File: src/rtl/evt_pkg.sv
package evt_pkg;

   localparam int VEC_W = 8;
   localparam int CPL_W = 2;
   localparam logic [VEC_W-1:0] NMI_VECTOR = 8'd2;

   // class codes are visible at the port; their values form part of the contract
   typedef enum logic [1:0] {
      CLS_FAULT = 2'd0,
      CLS_TRAP  = 2'd1,
      CLS_NMI   = 2'd2,
      CLS_IRQ   = 2'd3
   } evt_cls_e;

   typedef struct packed {
      logic [CPL_W-1:0] cpl;
      logic             ie;
      logic             nmi;
   } ctx_t;

endpackage

File: src/rtl/evt_nmi_latch.sv
module evt_nmi_latch (
   input  logic clk,
   input  logic rst_n,
   input  logic nmi_in,
   input  logic consume,
   output logic nmi_pend
);

   logic prev_q;
   logic pend_q;
   logic rise;

   assign rise     = nmi_in & ~prev_q;
   assign nmi_pend = pend_q | rise;

   always_ff @(posedge clk or negedge rst_n) begin
      if (!rst_n) begin
         prev_q <= 1'b0;
         pend_q <= 1'b0;
      end else begin
         prev_q <= nmi_in;
         pend_q <= nmi_pend & ~consume;
      end
   end

endmodule

File: src/rtl/evt_ctx_stack.sv
module evt_ctx_stack
   import evt_pkg::*;
#(
   parameter int DEPTH = 4
) (
   input  logic clk,
   input  logic rst_n,
   input  logic push,
   input  ctx_t push_ctx,
   input  logic pop,
   output ctx_t top_ctx,
   output logic empty,
   output logic full
);

   localparam int SP_W = $clog2(DEPTH + 1);

   if (DEPTH < 1) begin : g_bad_depth
      $error("evt_ctx_stack: DEPTH must be at least 1");
   end

   logic [SP_W-1:0] sp_q;
   ctx_t            slot_w [DEPTH];
   logic            do_push;
   logic            do_pop;

   assign empty   = (sp_q == '0);
   assign full    = (sp_q == SP_W'(DEPTH));
   assign do_push = push & ~full;
   assign do_pop  = pop & ~empty & ~do_push;

   for (genvar i = 0; i < DEPTH; i++) begin : g_slot
      ctx_t slot_q;
      always_ff @(posedge clk or negedge rst_n) begin
         if (!rst_n)
            slot_q <= '0;
         else if (do_push && sp_q == SP_W'(i))
            slot_q <= push_ctx;
      end
      assign slot_w[i] = slot_q;
   end

   always_ff @(posedge clk or negedge rst_n) begin
      if (!rst_n)
         sp_q <= '0;
      else if (do_push)
         sp_q <= sp_q + 1'b1;
      else if (do_pop)
         sp_q <= sp_q - 1'b1;
   end

   always_comb begin
      top_ctx = '0;
      for (int i = 0; i < DEPTH; i++) begin
         if (SP_W'(i + 1) == sp_q)
            top_ctx = slot_w[i];
      end
   end

endmodule

File: src/rtl/evt_arbiter.sv
module evt_arbiter
   import evt_pkg::*;
#(
   parameter int ADDR_W = 32
) (
   input  logic              boundary,
   input  logic              fault_vld,
   input  logic [VEC_W-1:0]  fault_vec,
   input  logic              trap_vld,
   input  logic [VEC_W-1:0]  trap_vec,
   input  logic              nmi_pend,
   input  logic              irq_req,
   input  logic [VEC_W-1:0]  irq_vec,
   input  logic              ie,
   input  logic              nmi_active,
   input  logic              full,
   input  logic [ADDR_W-1:0] cur_pc,
   input  logic [ADDR_W-1:0] next_pc,
   output logic              sel_vld,
   output evt_cls_e          sel_cls,
   output logic [VEC_W-1:0]  sel_vec,
   output logic [ADDR_W-1:0] sel_ret
);

   logic async_ok;
   assign async_ok = ~nmi_active & ~full;

   always_comb begin
      sel_vld = 1'b0;
      sel_cls = CLS_FAULT;
      sel_vec = fault_vec;
      sel_ret = cur_pc;
      if (boundary) begin
         if (fault_vld) begin
            sel_vld = 1'b1;
         end else if (trap_vld) begin
            sel_vld = 1'b1;
            sel_cls = CLS_TRAP;
            sel_vec = trap_vec;
            sel_ret = next_pc;
         end else if (nmi_pend && async_ok) begin
            sel_vld = 1'b1;
            sel_cls = CLS_NMI;
            sel_vec = NMI_VECTOR;
            sel_ret = next_pc;
         end else if (irq_req && ie && async_ok) begin
            sel_vld = 1'b1;
            sel_cls = CLS_IRQ;
            sel_vec = irq_vec;
            sel_ret = next_pc;
         end
      end
   end

endmodule

File: src/rtl/evt_sequencer.sv
module evt_sequencer
   import evt_pkg::*;
#(
   parameter int ADDR_W    = 32,
   parameter int DEPTH     = 4,
   parameter int RESET_CPL = 3,
   parameter bit RESET_IE  = 1'b0
) (
   input  logic              clk,
   input  logic              rst_n,
   input  logic              retire_vld,
   input  logic [ADDR_W-1:0] cur_pc,
   input  logic [ADDR_W-1:0] next_pc,
   input  logic              fault_vld,
   input  logic [7:0]        fault_vec,
   input  logic              trap_vld,
   input  logic [7:0]        trap_vec,
   input  logic              irq_req,
   input  logic [7:0]        irq_vec,
   input  logic              nmi_in,
   input  logic              iret,
   input  logic              ie_wr,
   input  logic              ie_wdata,
   output logic              take,
   output logic [7:0]        take_vec,
   output logic [1:0]        take_cls,
   output logic [ADDR_W-1:0] ret_addr,
   output logic [1:0]        cpl,
   output logic              ie,
   output logic              nmi_active,
   output logic              irq_ack
);

   if (ADDR_W < 1) begin : g_bad_addr
      $error("evt_sequencer: ADDR_W must be positive");
   end
   if (RESET_CPL < 0 || RESET_CPL >= (1 << CPL_W)) begin : g_bad_cpl
      $error("evt_sequencer: RESET_CPL out of range");
   end

   logic              boundary;
   logic              nmi_pend;
   logic              sel_vld;
   evt_cls_e          sel_cls;
   logic [VEC_W-1:0]  sel_vec;
   logic [ADDR_W-1:0] sel_ret;
   ctx_t              push_ctx;
   ctx_t              top_ctx;
   logic              stk_empty;
   logic              stk_full;
   logic              pop_ok;

   logic              take_q;
   logic              ack_q;
   logic [VEC_W-1:0]  vec_q;
   evt_cls_e          cls_q;
   logic [ADDR_W-1:0] ret_q;
   logic [CPL_W-1:0]  cpl_q;
   logic              ie_q;
   logic              nact_q;

   assign boundary = retire_vld & ~iret;
   assign pop_ok   = iret & ~stk_empty;
   assign push_ctx = '{cpl: cpl_q, ie: ie_q, nmi: (sel_cls == CLS_NMI)};

   evt_nmi_latch u_nmi (
      .clk      (clk),
      .rst_n    (rst_n),
      .nmi_in   (nmi_in),
      .consume  (sel_vld && sel_cls == CLS_NMI),
      .nmi_pend (nmi_pend)
   );

   evt_arbiter #(.ADDR_W(ADDR_W)) u_arb (
      .boundary   (boundary),
      .fault_vld  (fault_vld),
      .fault_vec  (fault_vec),
      .trap_vld   (trap_vld),
      .trap_vec   (trap_vec),
      .nmi_pend   (nmi_pend),
      .irq_req    (irq_req),
      .irq_vec    (irq_vec),
      .ie         (ie_q),
      .nmi_active (nact_q),
      .full       (stk_full),
      .cur_pc     (cur_pc),
      .next_pc    (next_pc),
      .sel_vld    (sel_vld),
      .sel_cls    (sel_cls),
      .sel_vec    (sel_vec),
      .sel_ret    (sel_ret)
   );

   evt_ctx_stack #(.DEPTH(DEPTH)) u_stk (
      .clk      (clk),
      .rst_n    (rst_n),
      .push     (sel_vld),
      .push_ctx (push_ctx),
      .pop      (pop_ok),
      .top_ctx  (top_ctx),
      .empty    (stk_empty),
      .full     (stk_full)
   );

   always_ff @(posedge clk or negedge rst_n) begin
      if (!rst_n) begin
         take_q <= 1'b0;
         ack_q  <= 1'b0;
         vec_q  <= '0;
         cls_q  <= CLS_FAULT;
         ret_q  <= '0;
         cpl_q  <= CPL_W'(RESET_CPL);
         ie_q   <= RESET_IE;
         nact_q <= 1'b0;
      end else begin
         take_q <= sel_vld;
         ack_q  <= sel_vld && sel_cls == CLS_IRQ;
         if (sel_vld) begin
            vec_q <= sel_vec;
            cls_q <= sel_cls;
            ret_q <= sel_ret;
            cpl_q <= '0;
            if (sel_cls == CLS_IRQ) ie_q   <= 1'b0;
            if (sel_cls == CLS_NMI) nact_q <= 1'b1;
         end else if (pop_ok) begin
            cpl_q <= top_ctx.cpl;
            ie_q  <= top_ctx.ie;
            if (top_ctx.nmi) nact_q <= 1'b0;
         end else if (ie_wr && !iret) begin
            ie_q <= ie_wdata;
         end
      end
   end

   assign take       = take_q;
   assign irq_ack    = ack_q;
   assign take_vec   = vec_q;
   assign take_cls   = cls_q;
   assign ret_addr   = ret_q;
   assign cpl        = cpl_q;
   assign ie         = ie_q;
   assign nmi_active = nact_q;

endmodule

File: config.mk
export PLATFORM = sky130hd
export DESIGN_NAME = evt_sequencer
export DESIGN_NICKNAME = d
export VERILOG_FILES = /design/src/rtl/evt_pkg.sv /design/src/rtl/evt_nmi_latch.sv /design/src/rtl/evt_ctx_stack.sv /design/src/rtl/evt_arbiter.sv /design/src/rtl/evt_sequencer.sv
export SDC_FILE = /design/constraint.sdc
export NUM_CORES = 1
export LEC_CHECK = 0
export ABC_CLOCK_PERIOD_IN_PS = 2700
export BUFFER_PORTS_ARGS = -buffer_cell sky130_fd_sc_hd__buf_2
export CELL_PAD_IN_SITES_DETAIL_PLACEMENT = 0
export CELL_PAD_IN_SITES_GLOBAL_PLACEMENT = 1
export CORE_MARGIN = 2
export CORE_UTILIZATION = 36
export DETAILED_ROUTE_END_ITERATION = 8
export MAX_ROUTING_LAYER = met4
export PLACE_DENSITY_LB_ADDON = 0.1
export RECOVER_POWER = 25
export SYNTH_ARGS = -nofsm -noshare
export SYNTH_HDL_FRONTEND = slang
export SYNTH_SLANG_ARGS = --single-unit
File: constraint.sdc
create_clock -name clk -period 2.7 [get_ports clk]
set_clock_uncertainty 0.05 [all_clocks]
set_input_delay 0 -clock clk [delete_from_list [all_inputs] [get_ports clk]]
set_output_delay 0 -clock clk [all_outputs]
set_load 0.02 [all_outputs]
==> results.yml <==
floorplan:
  fp.dieH_um: 107
  core_area_mm2: 0.0103
  dieWidth_um: 107
  dieArea_mm2: 0.0115
  initial_utilization_pct: 37.2
  rows: 37
  io_pins: 146
power_and_ir_drop:
  comb_power_share_pct: 41.4
  ir_drop_mv: 0.320
  p_leak_nw: 2.46
  netSwitchingFraction_pct: 39.3
  p_seq_share_pct: 37.9
  power.density_mw_per_mm2: 746
  p_int_mw: 2.56
  pwr-share-clk_pct: 20.7
  p_switching_mw: 1.66
cts:
  clk_latency_ns: 0.34
  post_cts_buffers: 0
  h-tree-depth: 3
  numCtsBuffers: 9
  cts-root-buf: "clkbuf_8"
  cts.sinks: 69
  clk_transition_reported_paths_ns: 0.08
  clockBufferDepth: 2
  cts_tree: "yes"
setup_path:
  reg2reg_setup_slack_ns: 0.12
  cp.arrival_ns: 2.75
  slowest_stage: "dlygate4sd3_1"
  cp.required_ns: 2.87
  endpoint: "take_vec[0]$_DFFE_PN0P_"
  timing.critical_path.buf_inv: 2
  critical_path.startpoint_type: "flip-flop"
  cp_cell_sequence: "inv_1, ha_1, a21o_1, nand2b_2, and3_4, a31oi_1, dlygate4sd3_1"
  regToRegStartpoint: "u_stk.sp_q[0]$_DFFE_PN0P_"
  path_max_fanout: 27
  path_class: "reg2reg"
  crit_start: "u_stk.sp_q[0]$_DFFE_PN0P_"
  reg2regPathDepth: 7
  end_kind: "flip-flop"
  max_stage_delay_ns: 0.58
  cp.depth: 7
  crit_family: "buffers and inverters"
  r2r-end: "take_vec[0]$_DFFE_PN0P_"
timing:
  whs_ns: 0.0612
  setup_ws_ns: 0.121
  maxSlewViolCount: 70
  setup_viol: 0
  final.period_utilization_pct: 95.5
  rsz0062_at_grt: "no"
  min_period_ns: 2.58
  setup_tns_ns: 0
  slew_headroom_pct: -17.6
  finalHoldViolations: 0
  max_freq_mhz: 388
  tightest_slew_ns: 1.76
layout:
  area_growth_pct: 47.2
  fillers: 1019
  fin_nets: 722
  drive_above_1_share_pct: 25.7
  antennaDiodeCount: 0
  instances_no_fill: 759
  multiInputGateArea_mm2: 0.00189
  regArea_mm2: 0.00173
outcome:
  status: "finished, violations left"
  violations: "max-capacitance violations, max-slew violations"
synthesis:
  synth_edf_count: 0
  synth_top_cells_by_area: "dfrtp_1 44%, a31oi_1 14%, nand3_1 5.3%, o21ai_0 5.3%, mux2_2 4.7%"
  synth_compound_area_share_pct: 26.8
  synthAdderAreaFrac_pct: 1.95
  yosysTopAreaCellShare_pct: 43.6
  yosysSeqAreaShare_pct: 45.0
  ys_warn_count: 0
  synth_area_leader_cell: "dfrtp_1"
  yosys.area_share.simple_pct: 13.3
  ys_seq_elements: 69
  synth_top_family_by_area: "compound AO/OA/AOI/OAI gates"
  synth_mux_area_share_pct: 5.86
  synthXorXnorAreaFrac_pct: 0.228
  synth_cell_types: 49
  ys.flop_type: "dfrtp_1"
  synth_cells: 410
  syn_nets: 514
  async_flop_share_pct: 100
  synth_area_mm2: 0.00384
  syn_area_per_cell_um2: 9.37
route:
  first_pass_iters: 6
  drt_wl_total_mm: 13.5
  drcViolationCount: 0
  drt_iter0_markers: 187
  routedWlPerCell_um: 17.8
  vias: 4261
  ant_nets: 0
  post_drt_via_cell_ratio: 5.61
grt:
  gr-usage-all-layers_pct: 24.3
  first_global_vias: 4381
  grt_pass1_wl_mm: 21.6
  gr-total-overflow: 0
  grt_max_degree: 70
  grt_antenna_before_repair: 0
place:
  post-place-ws_ns: 0.409
  io_buffers: 145
  routabilityCongestion: 0.852
  dp_cells: 660
  post-dp-hpwl_mm: 8.60
flow_run:
  maxCapViolations: 1
worst_hold_path:
  hold_class: "in2reg"
## how the worst min path moves through the flow
| stage | startpoint | endpoint | slack [ns] | cells past startpoint |
|---|---|---|---|---|
| after CTS | irq_vec[7] | take_vec[7]$_DFFE_PN0P_ | 0.05 | 4 |
| final | irq_vec[7] | take_vec[7]$_DFFE_PN0P_ | 0.06 | 4 |
| after global routing | fault_vec[1] | take_vec[1]$_DFFE_PN0P_ | 0.07 | 4 |
| after global placement | nmi_in | u_nmi.prev_q$_DFF_PN0_ | 0.1 | 1 |
| after floorplan | rst_n | ie$_DFFE_PN0P_ | -0.35 | 0 |
| after detailed placement | nmi_in | u_nmi.prev_q$_DFF_PN0_ | 0.09 | 1 |
## per-layer routing
| metal | routed length (µm) | track usage, % | up-vias |
|---|---|---|---|
| met5 | 0 | - | - |
| met4 | 265 | 9.74 | 0 |
| met3 | 866 | 3.75 | 20 |
| met2 | 6400 | 38.2 | 181 |
| met1 | 5960 | 31.5 | 2072 |
| li1 | - | - | 1988 |
## area by class of cell
cell class / count / share of cell area [%]
multi-input combinational: 287 / 33.5
clock buffer: 13 / 2.81
inverter: 8 / 0.531
sequential: 69 / 30.6
tap: 136 / 3.01
clock inverter: 3 / 0.774
timing repair buffer: 243 / 28.9
## layout by cell type (no fill, tap or decap), types with 2 or more instances in the layout
master / Yosys / layout
mux2i_1: 3 / 3
buf_6: 6 / 2
nand2b_1: 4 / 3
a22oi_1: 8 / 8
a21boi_0: 3 / 3
nor3_1: 5 / 4
buf_2: 8 / 99
o21ai_0: 41 / 41
buf_4: 2 / 12
dlygate4sd3_1: 0 / 83
a2bb2oi_1: 2 / 2
inv_1: 8 / 8
a31oi_1: 83 / 83
and2_1: 3 / 3
nor2b_1: 4 / 2
dfrtp_1: 67 / 67
clkbuf_8: 0 / 11
and3_1: 7 / 7
clkbuf_1: 29 / 47
nand2_1: 13 / 13
nor2_1: 5 / 5
a21oi_1: 13 / 12
mux2_2: 16 / 16
dfstp_2: 2 / 2
nand3b_1: 2 / 2
ha_1: 6 / 6
a311oi_1: 3 / 3
nand4_1: 4 / 4
nand3_1: 41 / 41
## logic make-up after synthesis
kind of cell               count (synthesis)
adders and majority gates                  6
muxes                                     20
DFF                                       69
AOI/OAI and AO/OA                        166
and+or+nand+nor                           94
xor gates and xnor gates                   1
buffers and inverters                     54
## sequential cells by signal, summed over array words and instances (netlist names), 2 cells and up
name,count
ret_addr,32
u_stk.sp_q,3
cpl,2
u_stk.g_slot.slot_q,16
take_cls,2
take_vec,8
## repair_timing
action / in CTS / in global routing
hold endpoints to repair: 110 / 0
hold buffers: 83 / 0
gates resized for setup: 0 / 4
setup endpoints to repair: 0 / 16
## through the flow
stage | area (µm²) | total power [mW] | utilization, %
3_5_place_dp | 4670 | 3.22 | 45.2
5_1_grt | 5660 | 4.49 | 54.8
4_1_cts | 5700 | 4.27 | 55.2
3_3_place_gp | 4670 | 3.21 | 45.2
2_1_floorplan | 3840 | 2.63 | -
6_report | 5660 | 4.22 | 54.8
## worst min-delay path: stages
cell	delay (ns)
buf_2	0.07
and3_1	0.13
a22oi_1	0.06
a31oi_1	0.15
## Yosys cell counts (all sizes together) (2+ instances only)
library cell,count
a2bb2oi,2
nor2b,4
mux2,17
nand2b,4
nand2,13
nor2,5
a311oi,3
and3,8
nand3,41
mux2i,3
nand3b,2
a21boi,3
clkbuf,29
a31oi,83
buf,17
ha,6
a21oi,13
a22oi,8
and2,3
inv,8
dfstp,2
nand4,4
o21ai,41
dfrtp,67
nor3,5
## power by group through the flow
stage	logic (mW)	clock network [mW]	registers [mW]
2_1_floorplan	0.872	0	1.76
3_3_place_gp	1.61	0	1.60
3_5_place_dp	1.62	0	1.60
4_1_cts	1.78	0.893	1.59
5_1_grt	1.91	0.936	1.64
6_report	1.75	0.873	1.60
No activity file was read; power rests on OpenSTA's default activity.
